[config.mk]
export PLATFORM = sky130hd
export DESIGN_NAME = sar_readout_seq
export DESIGN_NICKNAME = d
export VERILOG_FILES = /design/src/rtl/sar_seq_pkg.sv /design/src/rtl/sar_phase_timer.sv /design/src/rtl/sar_word_shifter.sv /design/src/rtl/sar_readout_seq.sv
export SDC_FILE = /design/constraint.sdc
export NUM_CORES = 1
export LEC_CHECK = 0
export BUFFER_PORTS_ARGS = -buffer_cell sky130_fd_sc_hd__buf_2
export CORE_MARGIN = 2
export CORE_UTILIZATION = 54
export CTS_CLUSTER_SIZE = 20
export DETAILED_ROUTE_END_ITERATION = 8
export HOLD_SLACK_MARGIN = 0.1
export PLACE_DENSITY = 0.82
export SLEW_MARGIN = 20
export SYNTH_ARGS = -nofsm -noshare
export SYNTH_HDL_FRONTEND = slang
export SYNTH_SLANG_ARGS = --single-unit
[constraint.sdc]
create_clock -name clk -period 3.05 [get_ports clk]
set_clock_uncertainty 0.2 [all_clocks]
set_input_delay 0.4575 -clock clk [delete_from_list [all_inputs] [get_ports clk]]
set_output_delay 0.4575 -clock clk [all_outputs]
set_load 0.005 [all_outputs]
[src/rtl/sar_seq_pkg.sv]
// Shared types for the SAR readout sequencer.
// Assumes: mode encoding is fixed by the port contract.
package sar_seq_pkg;
    typedef enum logic [1:0] {
        PH_IDLE  = 2'd0,
        PH_QUIET = 2'd1,
        PH_CONV  = 2'd2,
        PH_READ  = 2'd3
    } phase_t;

    localparam logic [1:0] WM_TIED  = 2'd1;
    localparam logic [1:0] WM_CHAIN = 2'd2;
    localparam int STORE_W = 32;
endpackage

[src/rtl/sar_phase_timer.sv]
// Down-counter timing the quiet and conversion phases.
// Assumes: load value is the phase length minus one; zero flags the last cycle.
module sar_phase_timer #(
    parameter int TMR_W = 8
) (
    input  logic             clk,
    input  logic             rst_n,
    input  logic             load,
    input  logic [TMR_W-1:0] load_val,
    output logic             zero
);
    logic [TMR_W-1:0] cnt;

    // Load on phase entry, otherwise count down and hold at zero.
    always_ff @(posedge clk) begin
        if (!rst_n)              cnt <= '0;
        else if (load)           cnt <= load_val;
        else if (cnt != '0)      cnt <= cnt - 1'b1;
    end

    assign zero = (cnt == '0);
endmodule

[src/rtl/sar_word_shifter.sv]
// Serial clock generator and MSB-first deserializer with width formatting.
// Assumes: go is a one-cycle pulse; configuration inputs are stable while running.
module sar_word_shifter
    import sar_seq_pkg::*;
#(
    parameter int CLK_DIV = 2,
    parameter int IDX_W   = 5
) (
    input  logic               clk,
    input  logic               rst_n,
    input  logic               go,
    input  logic [1:0]         wsel,
    input  logic               chain_en,
    input  logic [IDX_W-1:0]   last_idx,
    input  logic               sdi,
    output logic               running,
    output logic               sclk,
    output logic [STORE_W-1:0] word,
    output logic               word_valid,
    output logic [IDX_W-1:0]   word_idx
);
    localparam int CW = (CLK_DIV > 1) ? $clog2(CLK_DIV) : 1;
    localparam int SH_W = 18;

    logic [CW-1:0]   dcnt;
    logic [SH_W-1:0] sreg;
    logic [SH_W-1:0] nw;
    logic [4:0]      bitpos;
    logic [4:0]      wlast;
    logic [IDX_W-1:0] idx;
    logic            final_q;
    logic            tick;

    assign tick = running && (dcnt == CW'(CLK_DIV - 1));
    assign nw   = {sreg[SH_W-2:0], sdi};

    // Last bit position of a word for the selected width.
    always_comb begin
        case (wsel)
            2'd0:    wlast = 5'd13;
            2'd1:    wlast = 5'd15;
            default: wlast = 5'd17;
        endcase
    end

    // Divider, clock toggling, bit capture and word emission.
    always_ff @(posedge clk) begin
        if (!rst_n) begin
            running <= 1'b0; dcnt <= '0; sclk <= 1'b0; sreg <= '0;
            bitpos <= '0; idx <= '0; final_q <= 1'b0;
            word <= '0; word_valid <= 1'b0; word_idx <= '0;
        end else begin
            word_valid <= 1'b0;
            if (go) begin
                running <= 1'b1; dcnt <= '0; sclk <= 1'b0;
                bitpos <= '0; idx <= '0; final_q <= 1'b0;
            end else if (running) begin
                dcnt <= tick ? '0 : dcnt + 1'b1;
                if (tick && !sclk) begin
                    sclk <= 1'b1;
                    sreg <= nw;
                    if (bitpos == wlast) begin
                        bitpos     <= '0;
                        word_valid <= 1'b1;
                        word_idx   <= idx;
                        idx        <= idx + 1'b1;
                        case (wsel)
                            2'd0:    word <= {18'd0, nw[13:0]};
                            2'd1:    word <= {16'd0, nw[15:0]};
                            default: word <= {{(STORE_W-SH_W){nw[SH_W-1]}}, nw};
                        endcase
                        if (!chain_en || idx == last_idx) final_q <= 1'b1;
                    end else begin
                        bitpos <= bitpos + 1'b1;
                    end
                end else if (tick && sclk) begin
                    sclk <= 1'b0;
                    if (final_q) running <= 1'b0;
                end
            end
        end
    end

    AST_IDX_BOUND: assert property (@(posedge clk) disable iff (!rst_n)
        word_valid |-> (word_idx <= last_idx));
    AST_NARROW_UPPER: assert property (@(posedge clk) disable iff (!rst_n)
        (word_valid && !wsel[1]) |-> (word[31:16] == 16'd0));
    AST_VALID_PULSE: assert property (@(posedge clk) disable iff (!rst_n)
        word_valid |=> !word_valid);
endmodule

[src/rtl/sar_readout_seq.sv]
// Conversion and readout sequencer for a serial SAR converter.
// Sequences quiet, conversion and readout phases per wiring mode and
// decodes the convert and select levels from the phase.
// Assumes: QUIET_CYC and all conversion waits are at least 1; MAX_DEV >= 2.
module sar_readout_seq
    import sar_seq_pkg::*;
#(
    parameter int CLK_DIV        = 2,
    parameter int QUIET_CYC      = 5,
    parameter int CONV_STD       = 105,
    parameter int CONV_FAST      = 80,
    parameter int CONV_STD_WIDE  = 125,
    parameter int CONV_FAST_WIDE = 100,
    parameter int MAX_DEV        = 32
) (
    input  logic         clk,
    input  logic         rst_n,
    input  logic         start,
    input  logic [1:0]   wire_mode,
    input  logic         turbo_fixed,
    input  logic [1:0]   width_sel,
    input  logic [$clog2(MAX_DEV)-1:0] chain_last,
    input  logic         adc_sdo,
    output logic         cnv,
    output logic         csel,
    output logic         sclk,
    output logic         busy,
    output logic [31:0]  res_data,
    output logic         res_valid,
    output logic [$clog2(MAX_DEV)-1:0] res_idx
);
    localparam int IDX_W = $clog2(MAX_DEV);
    localparam int CMAX0 = (CONV_STD > CONV_FAST) ? CONV_STD : CONV_FAST;
    localparam int CMAX1 = (CONV_STD_WIDE > CONV_FAST_WIDE) ? CONV_STD_WIDE : CONV_FAST_WIDE;
    localparam int CMAX2 = (CMAX0 > CMAX1) ? CMAX0 : CMAX1;
    localparam int CMAX  = (CMAX2 > QUIET_CYC) ? CMAX2 : QUIET_CYC;
    localparam int TMR_W = $clog2(CMAX + 1);

    phase_t            ph;
    logic [1:0]        cfg_mode;
    logic [1:0]        cfg_wsel;
    logic              cfg_turbo;
    logic [IDX_W-1:0]  cfg_last;
    logic              tmr_load;
    logic [TMR_W-1:0]  tmr_val;
    logic              tmr_zero;
    logic              rd_go;
    logic              rd_running;

    function automatic int unsigned conv_len(input logic [1:0] m,
                                             input logic [1:0] ws,
                                             input logic tb);
        logic fast;
        fast = tb && (m != WM_CHAIN);
        if (ws[1]) return fast ? CONV_FAST_WIDE : CONV_STD_WIDE;
        return fast ? CONV_FAST : CONV_STD;
    endfunction

    // Configuration tracks the inputs while idle and freezes during a frame.
    always_ff @(posedge clk) begin
        if (!rst_n) begin
            cfg_mode <= '0; cfg_wsel <= '0; cfg_turbo <= 1'b0; cfg_last <= '0;
        end else if (ph == PH_IDLE) begin
            cfg_mode <= wire_mode; cfg_wsel <= width_sel;
            cfg_turbo <= turbo_fixed; cfg_last <= chain_last;
        end
    end

    // Phase sequencing.
    always_ff @(posedge clk) begin
        if (!rst_n) ph <= PH_IDLE;
        else begin
            case (ph)
                PH_IDLE:  if (start) ph <= (wire_mode == WM_TIED) ? PH_QUIET : PH_CONV;
                PH_QUIET: if (tmr_zero) ph <= PH_CONV;
                PH_CONV:  if (tmr_zero) ph <= PH_READ;
                default:  if (!rd_running) ph <= PH_IDLE;
            endcase
        end
    end

    // Timer load on entry to the quiet or conversion phase.
    always_comb begin
        tmr_load = (ph == PH_IDLE && start) || (ph == PH_QUIET && tmr_zero);
        if (ph == PH_IDLE)
            tmr_val = (wire_mode == WM_TIED) ? TMR_W'(QUIET_CYC - 1)
                    : TMR_W'(conv_len(wire_mode, width_sel, turbo_fixed) - 1);
        else
            tmr_val = TMR_W'(conv_len(cfg_mode, cfg_wsel, cfg_turbo) - 1);
    end

    assign rd_go = (ph == PH_CONV) && tmr_zero;
    assign busy  = (ph != PH_IDLE);

    // Line levels decoded from phase and wiring.
    always_comb begin
        case (cfg_mode)
            WM_TIED: begin
                cnv  = !(ph == PH_QUIET || ph == PH_READ);
                csel = cnv;
            end
            WM_CHAIN: begin
                cnv  = (ph == PH_CONV || ph == PH_READ);
                csel = cnv;
            end
            default: begin
                cnv  = (ph != PH_IDLE);
                csel = (ph != PH_READ);
            end
        endcase
    end

    sar_phase_timer #(.TMR_W(TMR_W)) u_timer (
        .clk(clk), .rst_n(rst_n), .load(tmr_load), .load_val(tmr_val), .zero(tmr_zero)
    );

    sar_word_shifter #(.CLK_DIV(CLK_DIV), .IDX_W(IDX_W)) u_shift (
        .clk(clk), .rst_n(rst_n), .go(rd_go), .wsel(cfg_wsel),
        .chain_en(cfg_mode == WM_CHAIN), .last_idx(cfg_last), .sdi(adc_sdo),
        .running(rd_running), .sclk(sclk), .word(res_data),
        .word_valid(res_valid), .word_idx(res_idx)
    );

    AST_SCLK_IN_READ: assert property (@(posedge clk) disable iff (!rst_n)
        sclk |-> (ph == PH_READ));
    AST_SEL_CLK_LOW: assert property (@(posedge clk) disable iff (!rst_n)
        (csel != $past(csel)) |-> (!sclk && !$past(sclk)));
    AST_VALID_IN_BUSY: assert property (@(posedge clk) disable iff (!rst_n)
        res_valid |-> busy);
    AST_NO_RESTART: assert property (@(posedge clk) disable iff (!rst_n)
        (ph == PH_READ) |=> (ph == PH_READ || ph == PH_IDLE));
    AST_CFG_FROZEN: assert property (@(posedge clk) disable iff (!rst_n)
        (busy && $past(busy)) |-> ($stable(cfg_mode) && $stable(cfg_wsel)));
endmodule

Word-level counts from Yosys, hierarchy flattened:

Index checks and enable logic that the tools add are counted.

* memories: 0
* bits in read-only memories: 0
* logic and storage cells: 111
* output and inout bits: 42
* bits in registers: 88
* bits in latches: 0
* RAM bits: 0
* input bits: 14

* $add $sub $neg: 6
* magnitude comparators: 0
* equality and inequality tests: 16
* muxes and demuxes: 38
* div/mod/pow operators: 0
* multiply operators: 0
* bitwise logic cells: 4
* shift operators: 0
* reductions and logical operators: 31

Operators by type and width (number)
* 2-to-1 mux 7 bit: 10
* case mux 32 bit (2 select lines): 1
* subtractor 7 x 1 -> 7 bit (second input constant): 3
* 2-to-1 mux 5 bit: 3
* 2-to-1 mux 1 bit: 13
* 2-to-1 mux 6 bit: 2
* != test 2 bit (second input constant): 6
* AND reduction 4 bit: 3
* adder 5 x 1 -> 5 bit (second input constant): 2
* == test 5 bit: 2
* 2-to-1 mux 2 bit: 5
* case mux 5 bit (2 select lines): 1
* == test 2 x 1 -> 1 bit (second input constant): 4
* logical AND 1 bit: 8
* logical NOT 7 bit: 1
* nonzero test 7 bit: 1
* == test 2 bit (second input constant): 3
* case mux 2 bit (3 select lines): 1
* AND reduction 3 bit: 2
* nonzero test 2 bit: 3
* logical NOT 2 bit: 2
* logical OR 1 bit: 4
* != test 4 bit (second input constant): 1
* NOT 1 bit: 4
* other kinds (6): 10

Depth between registers and ports, before layout:

Gate-level depths: netlist of run 1.

* depth after elaboration: 10
* depth in mapped cells: 9
* mapped depth without buffers: 8

By module:

From an unflattened synthesis of run 1, not the netlist that was laid out.

* cells, all modules: 419
* area total of the unflattened synthesis: 3736.1 um^2

Modules (own cells, without submodules)
* sar_word_shifter: cells each 276, times used 1, area an instance 2454.9 um^2
* sar_readout_seq: cells each 99, times used 1, area an instance 869.6 um^2
* sar_phase_timer: cells each 44, times used 1, area an instance 411.6 um^2

Worst setup path after synthesis of run 1:

Ideal clock, no wire load.

* path kind: register -> output
* start point: register ph[1]
* end point: output cnv
* setup slack: 0.923 ns
* required time: 2.392 ns
* arrival: 1.469 ns
* path buffers: 3
* cell stages (with the launch flop): 7
* cell sequence: dfxtp_1 > inv_1 > ha_1 > clkbuf_1 > clkbuf_1 > buf_2 > a21oi_1

* word-level cells in the longest chain between the ends: 4

RTL lines
* start, declared: line sar_readout_seq.sv:39 `phase_t ph;`
* start signal, assigned: line sar_readout_seq.sv:74 `PH_IDLE: if (start) ph <= (wire_mode == WM_TIED) ? PH_QUIET : PH_CONV;`
* == test 2 x 1 -> 1 bit or == test 2 bit (tied branches): line sar_readout_seq.sv:99, sar_readout_seq.sv:103
* logical OR 1 bit: line sar_readout_seq.sv:99 `cnv = !(ph == PH_QUIET || ph == PH_READ);`
* logical NOT 1 bit: line sar_readout_seq.sv:99
* case mux 1 bit (2 select lines) (*): line sar_readout_seq.sv:97 `case (cfg_mode)`
* end, declared: line sar_readout_seq.sv:24 `output logic cnv,`

Every way passes the cells marked *; elsewhere a longest branch is shown, timed or not.

Worst setup path in the final report of run 1:

Ends and elaborated chain as after synthesis.

==> flow_summary.json, run 1 <==
{
  "status": "complete, no violations",
  "syn_area_sq_um": 3546,
  "r2r_setup_slack_ns": 0.63,
  "dieArea_sq_um": 7231,
  "setup_ws_ns": 0.5147,
  "fmax_mhz": 394.4,
  "fin_area_sq_um": 3938,
  "cts-root-buf": "clkbuf_8",
  "internal-power_uw": 1871,
  "antenna_found_initial": 0,
  "hold_buffers": 0,
  "tns_ns": 0,
  "netlist.area_leader.share_pct": 41.78,
  "final-seq-area_sq_um": 1481,
  "drt_pre_antenna_iters": 4,
  "synthTopCellsByArea": "dfxtp_1 42%, nand2_1 8.7%, mux2i_1 8.5%",
  "vdd_drop_max_mv": 0.5126,
  "io_buffers": 55,
  "place_area_sq_um": 3729,
  "ys_seq_area_share_pct": 41.78,
  "relSlewSlack_pct": 48.58,
  "finalCriticalPeriod_ns": 2.535,
  "rows": 29,
  "gp_congestion": 0.8834,
  "p_sw_uw": 1024,
  "hpwl_um": 4925,
  "htreeDepth": 3,
  "grt_setup_unrepaired": "no",
  "diodes": 0,
  "cp.arrival_ns": 1.88,
  "rr_worst_depth": 7,
  "fin_crit_sh_pct": 83.13,
  "path_cells": "inv_1, ha_1, buf_4, a21oi_1, buf_2",
  "netlist_instances": 404,
  "drv_cap": 0,
  "die_w_um": 85.04,
  "nFillCells": 528,
  "min_path_type": "in -> reg",
  "syn_nets": 433,
  "worst_path_largest_cell_delay_ns": 0.50,
  "crit-reg2reg-launch": "u_shift.running",
  "async_flop_share_pct": 0,
  "yosys_warnings": 0,
  "r2r-end": "u_shift.word[3]",
  "clockPowerShare_pct": 27.4,
  "finalSetupViolCount": 0,
  "critPathLaunch": "ph[1]",
  "ioPinCount": 56,
  "syn_to_final_growth_pct": 11.04,
  "clockBufferDepth": 2,
  "final_util_pct": 62.01,
  "clkSinkCount": 74,
  "pre_cts_ws_ns": 0.6793,
  "drive_gt1_share_pct": 20.00,
  "p_leak_uw": 0.001629,
  "power_density_nw_per_um2": 735.2,
  "endpoint": "cnv",
  "synth-edff-count": 0,
  "power_uw": 2895,
  "nNetsFinal": 469,
  "slowest_stage": "ha_1",
  "cts_buffers": 9,
  "worstSetupPathType": "reg -> out",
  "floorplan.initialDensity_pct": 55.84,
  "switching_share_pct": 35.36,
  "insertion_delay_ns": 0.35,
  "finalHoldViolations": 0,
  "post-cts-setup-buffers": 0,
  "post_drt_via_cell_ratio": 5.406,
  "ys_ff_latch": 74,
  "cts_tree": "yes",
  "maxSlewViolCount": 0,
  "cp-start-kind": "flop",
  "synth_area_leader_cell": "dfxtp_1",
  "drtIter0Drc": 215,
  "p_seq_share_pct": 39.8,
  "yosysMostFrequentCell": "nand2_1",
  "vias": 2822,
  "crit_path_end_kind": "output pin",
  "grt_pass1_vias": 2661,
  "synth_commonest_cells": "82 x nand2_1, 74 x dfxtp_1, 31 x nor2_1, 30 x mux2i_1, 25 x a21oi_1",
  "ant_nets": 0,
  "synth_cell_type_count": 49,
  "ctsResizeCount": 0,
  "grt_max_degree": 43,
  "tightest_slew_ns": 0.7714,
  "die_height_um": 85.04,
  "grt_pass1_wl_um": 12140,
  "path_max_fanout": 15,
  "drc": 0,
  "coreArea_sq_um": 6350,
  "synth_flop_cell": "dfxtp_1",
  "gr-usage-all-layers_pct": 20.67,
  "multi_input_area_sq_um": 1778,
  "wl_per_cell_um": 13.47,
  "clk_pin_slew_ns": 0.09,
  "cp.required_ns": 2.39,
  "syn_area_per_cell_sq_um": 8.777,
  "grt-ovfl-total": 0,
  "wirelength_um": 7029,
  "p_comb_share_pct": 32.8
}
[worst min path at each step]
stage	start	end	slack (ns)	depth (start not counted)
finish	chain_last[2]	cfg_last[2]	0.15	3
global placement	u_shift.word[7]	u_shift.word[7]	0.24	2
floorplan	u_shift.sreg[16]	u_shift.sreg[16]	0.24	2
CTS	chain_last[2]	cfg_last[2]	0.14	3
global route	chain_last[0]	cfg_last[0]	0.16	3
detailed placement	u_shift.word[7]	u_shift.word[7]	0.24	2
[stage by stage]
step / instances / hold slack (ns)
2_1_floorplan: 404 / 0.2369
3_3_place_gp: 506 / 0.2403
3_5_place_dp: 506 / 0.2441
4_1_cts: 522 / 0.1351
5_1_grt: 522 / 0.1552
6_report: 522 / 0.1459
[kinds of logic after synthesis]
kind of cell	after synthesis	synth area share (%)
XOR/XNOR	18	4.446
multiplexers	30	8.469
buffers and inverters	50	8.080
adder cells (fa/ha/maj)	15	5.293
flip-flops	74	41.78
AO/OA/AOI/OAI	59	11.12
AND/OR/NAND/NOR	158	20.82
[flip-flops by register name (all words and copies together) (netlist names)]
register and cells:
cfg_last 5, cfg_mode 2, cfg_turbo 1, cfg_wsel 2, ph 2, u_shift.bitpos 5, u_shift.dcnt 1, u_shift.final_q 1
u_shift.idx 5, u_shift.running 1, u_shift.sclk 1, u_shift.sreg 17, u_shift.word 18, u_shift.word_idx 5, u_shift.word_valid 1, u_timer.cnt 7
[final cells by class]
cell class              count  area share (%)
multi-input cells         280           45.15
clock buffers               9           3.146
inverters                  14           1.335
repair buffers             61           8.135
clock inverters             7           2.161
well taps                  77           2.447
flip-flops and latches     74           37.62
[cells in the final DEF, fill, tap and decap left out, types with 3 or more instances in the layout]
cell and count:
o221ai_1 3, ha_1 15, nor4_1 3, nand4_1 8
dfxtp_1 74, a31oi_1 4, o31ai_1 3, inv_1 14
nand3_1 7, nor3_1 5, buf_4 6, buf_2 55
xor2_1 5, clkbuf_8 9, o21ai_0 3, nor2_1 31
nand2b_1 4, mux2i_1 30, o21ai_1 5, nand2_1 82
a21oi_1 25, o211ai_1 3, xnor2_1 13
[power groups by stage]
stage / logic (uW) / registers (uW) / clock network [uW]
final: 950 / 1150 / 794
after CTS: 955 / 1150 / 808
after global routing: 1060 / 1170 / 851
after global placement: 907 / 1170 / 0
after floorplan: 771 / 1150 / 0
after detailed placement: 940 / 1170 / 0
[critical path: cells and delay by family (launching register included)]
family	cells	cell delay, ns
flip-flops	1	0.34
adder cells (fa/ha/maj)	1	0.50
buffers and inverters	3	0.59
AO/OA/AOI/OAI	1	0.09
[layer usage]
layer	track usage [%]	share of wire, %	vias up
met2	34.23	48	77
li1	-	-	1422
met4	8.947	1.1	0
met5	0	0	-
met1	26.44	46	1315
met3	3.696	4.7	8
Power figures use the tool's default switching activity.
==> inputs of run 2 (changes only) <==
--- a/config.mk
+++ b/config.mk
@@ -5,13 +5,14 @@
 export SDC_FILE = /design/constraint.sdc
 export NUM_CORES = 1
 export LEC_CHECK = 0
+export ABC_AREA = 1
 export BUFFER_PORTS_ARGS = -buffer_cell sky130_fd_sc_hd__buf_2
 export CORE_MARGIN = 2
-export CORE_UTILIZATION = 54
+export CORE_UTILIZATION = 52
 export CTS_CLUSTER_SIZE = 20
 export DETAILED_ROUTE_END_ITERATION = 8
 export HOLD_SLACK_MARGIN = 0.1
-export PLACE_DENSITY = 0.82
+export PLACE_DENSITY = 0.81
 export SLEW_MARGIN = 20
 export SYNTH_ARGS = -nofsm -noshare
 export SYNTH_HDL_FRONTEND = slang
==> constraint.sdc (replaced) <==
create_clock -name clk -period 2.2 [get_ports clk]
set_clock_uncertainty 0.2 [all_clocks]
set_input_delay 0.33 -clock clk [delete_from_list [all_inputs] [get_ports clk]]
set_output_delay 0.33 -clock clk [all_outputs]
set_load 0.005 [all_outputs]
==> flow_summary.json, run 2 <==
{
  "switching_share_pct": 38.21,
  "grt_pass1_wl_um": 14600,
  "insertion_delay_ns": 0.36,
  "grt-ovfl-total": 0,
  "internal-power_uw": 2584,
  "rows": 31,
  "synth_commonest_cells": "135 x nand2_1, 102 x nor2_1, 87 x inv_1, 74 x dfxtp_1, 42 x o21ai_0",
  "die_height_um": 90.80,
  "ys_seq_area_share_pct": 37.82,
  "fmax_mhz": 477.6,
  "cts_tree": "yes",
  "die_w_um": 90.80,
  "vias": 3675,
  "clockBufferDepth": 2,
  "coreArea_sq_um": 7292,
  "clkSinkCount": 74,
  "critPathLaunch": "ph[1]",
  "post_drt_via_cell_ratio": 4.953,
  "crit-reg2reg-launch": "cfg_mode[0]",
  "top_register": "u_shift.word",
  "holdCritStartpoint": "turbo_fixed",
  "final_common_cell": "nand2_1",
  "finalSetupViolCount": 0,
  "io_buffers": 55,
  "gr-usage-all-layers_pct": 21.43,
  "synth-edff-count": 0,
  "slowest_stage": "dfxtp_1",
  "synth_compound_area_share_pct": 8.911,
  "yosys_warnings": 0,
  "final_cell_mix": "135 x nand2_1, 101 x nor2_1, 86 x inv_1",
  "drtIter0Drc": 246,
  "netlist.area_leader.share_pct": 37.82,
  "cp.arrival_ns": 1.56,
  "use_met3_pct": 4.174,
  "cts-root-buf": "clkbuf_8",
  "dieArea_sq_um": 8244,
  "cp.required_ns": 1.67,
  "muxShareOfSynthArea_pct": 0,
  "cp-start-kind": "flop",
  "syn_to_final_growth_pct": 14.79,
  "synth_xor_area_share_pct": 1.565,
  "path_common_cell": "nand2_1",
  "ant_nets": 0,
  "antenna_found_initial": 0,
  "syn_area_per_cell_sq_um": 6.697,
  "power_uw": 4181,
  "clk_pin_slew_ns": 0.08,
  "htreeDepth": 3,
  "vdd_drop_max_mv": 0.5966,
  "floorplan.initialDensity_pct": 53.72,
  "relSlewSlack_pct": 64.40,
  "path_cells": "inv_1, ha_1, inv_2, nand3_1, nand2_1, nand2_1, o21ai_0, buf_2",
  "grt_max_degree": 54,
  "r2r_setup_slack_ns": 0.18,
  "worst_path_largest_cell_delay_ns": 0.38,
  "synth_cell_type_count": 32,
  "wirelength_um": 8522,
  "rr_worst_depth": 9,
  "place_area_sq_um": 4190,
  "final-seq-area_sq_um": 1481,
  "drt_pre_antenna_iters": 5,
  "drc": 0,
  "crit_buf_inv": 3,
  "fin_crit_sh_pct": 95.17,
  "synth_area_leader_cell": "dfxtp_1",
  "drv_cap": 0,
  "synth_simple_gate_area_share_pct": 32.48,
  "grt_pass1_vias": 3226,
  "ys_ff_latch": 74,
  "grt-busiest-layer": "met2",
  "synth_top_family_by_area": "simple AND/OR/NAND/NOR gates",
  "met2_usage_pct": 36.75,
  "status": "complete, no violations",
  "yosysMostFrequentCell": "nand2_1",
  "p_comb_share_pct": 35.2,
  "fin_area_sq_um": 4497,
  "largest_register_ffs": 18,
  "hold_end": "cfg_turbo",
  "cts_buffers": 9,
  "tightest_slew_ns": 0.5283,
  "synth_fa_ha_area_share_pct": 4.791,
  "hpwl_um": 6047,
  "r2r-end": "u_timer.cnt[1]",
  "cpLargestDelayFamily": "flip-flops",
  "maxSlewViolCount": 0,
  "worstSetupPathType": "reg -> out",
  "finalHoldViolations": 0,
  "clockPowerShare_pct": 26.3,
  "reg.largest.list": "u_shift.word x18, u_shift.sreg x17, u_timer.cnt x7",
  "wl_per_cell_um": 11.49,
  "path_max_fanout": 5,
  "p_sw_uw": 1598,
  "synthTopCellsByArea": "dfxtp_1 38%, nand2_1 13%, nor2_1 9.8%",
  "nFillCells": 674,
  "diodes": 0,
  "post-cts-setup-buffers": 0,
  "crit_path_end_kind": "output pin",
  "nNetsFinal": 667,
  "hold_depth": 3,
  "netlist_instances": 585,
  "finalCriticalPeriod_ns": 2.094,
  "min_path_type": "in -> reg",
  "grt_setup_unrepaired": "no",
  "syn_area_sq_um": 3918,
  "async_flop_share_pct": 0,
  "ioPinCount": 56,
  "gp_congestion": 0.8387,
  "drive_gt1_share_pct": 15.86,
  "syn_nets": 614,
  "p_leak_uw": 0.002239,
  "grt_use_met1_pct": 26.54,
  "p_seq_share_pct": 38.5,
  "tns_ns": 0,
  "synth_flop_cell": "dfxtp_1",
  "multi_input_area_sq_um": 1877,
  "hold_slack_ns": 0.1233,
  "power_density_nw_per_um2": 929.8
}
## run 2: power groups by stage
| stage | Clock (uW) | Combinational (uW) | Sequential [uW] |
|---|---|---|---|
| after floorplan | 0 | 1040 | 1610 |
| after global placement | 0 | 1370 | 1630 |
| after detailed placement | 0 | 1410 | 1640 |
| after CTS | 1110 | 1450 | 1610 |
| after global routing | 1170 | 1670 | 1630 |
| final | 1100 | 1470 | 1610 |
## run 2: area by class of cell
| class | count | share of cell area (%) |
|---|---|---|
| clock inverters | 6 | 1.586 |
| inverters | 93 | 7.791 |
| multi-input cells | 384 | 41.74 |
| repair buffers | 76 | 10.13 |
| well taps | 99 | 2.755 |
| clock buffers | 10 | 3.061 |
| flip-flops and latches | 74 | 32.94 |
## run 2: worst register-to-register path: stages, from the launching register on
cell,delay [ns]
dfxtp_1,0.35
inv_1,0.06
ha_1,0.23
nor2_2,0.17
inv_1,0.08
ha_1,0.19
or2_2,0.30
o21ai_0,0.15
nand2_1,0.09
a21oi_1,0.15
## run 2: routing by layer
metal / share of wire [%] / up-vias
met2: 49 / 113
met1: 44 / 1634
met4: 2.2 / 0
li1: - / 1908
met3: 4.9 / 20
met5: 0 / -
## run 2: worst max path at each step
stage / end / slack [ns] / cells past startpoint
6_report: csel / 0.11 / 8
5_1_grt: u_timer.cnt[0] / 0.01 / 9
4_1_cts: csel / 0.04 / 8
3_5_place_dp: u_timer.cnt[6] / 0.12 / 10
3_3_place_gp: u_timer.cnt[6] / 0.22 / 10
2_1_floorplan: u_timer.cnt[6] / 0.30 / 10
## run 2: kinds of logic after synthesis
kind of cell	count (synthesis)
simple gates	294
fa+ha+maj	15
flops	74
compound gates	68
xor+xnor	7
buf+inv	127
## run 2: timing repair
action                                 in CTS  in global routing
setup endpoints to repair                   1                  5
endpoints found under the hold margin       9                  0
hold buffers                                9                  0
gates resized for setup                     1                  5
## run 2: per-stage QoR
step | cells | setup slack [ns] | util (%)
floorplan | 585 | 0.2954 | -
global placement | 717 | 0.2191 | 57.46
detailed placement | 717 | 0.1245 | 57.46
CTS | 742 | 0.03906 | 61.58
global route | 742 | 0.01194 | 61.67
finish | 742 | 0.1062 | 61.67
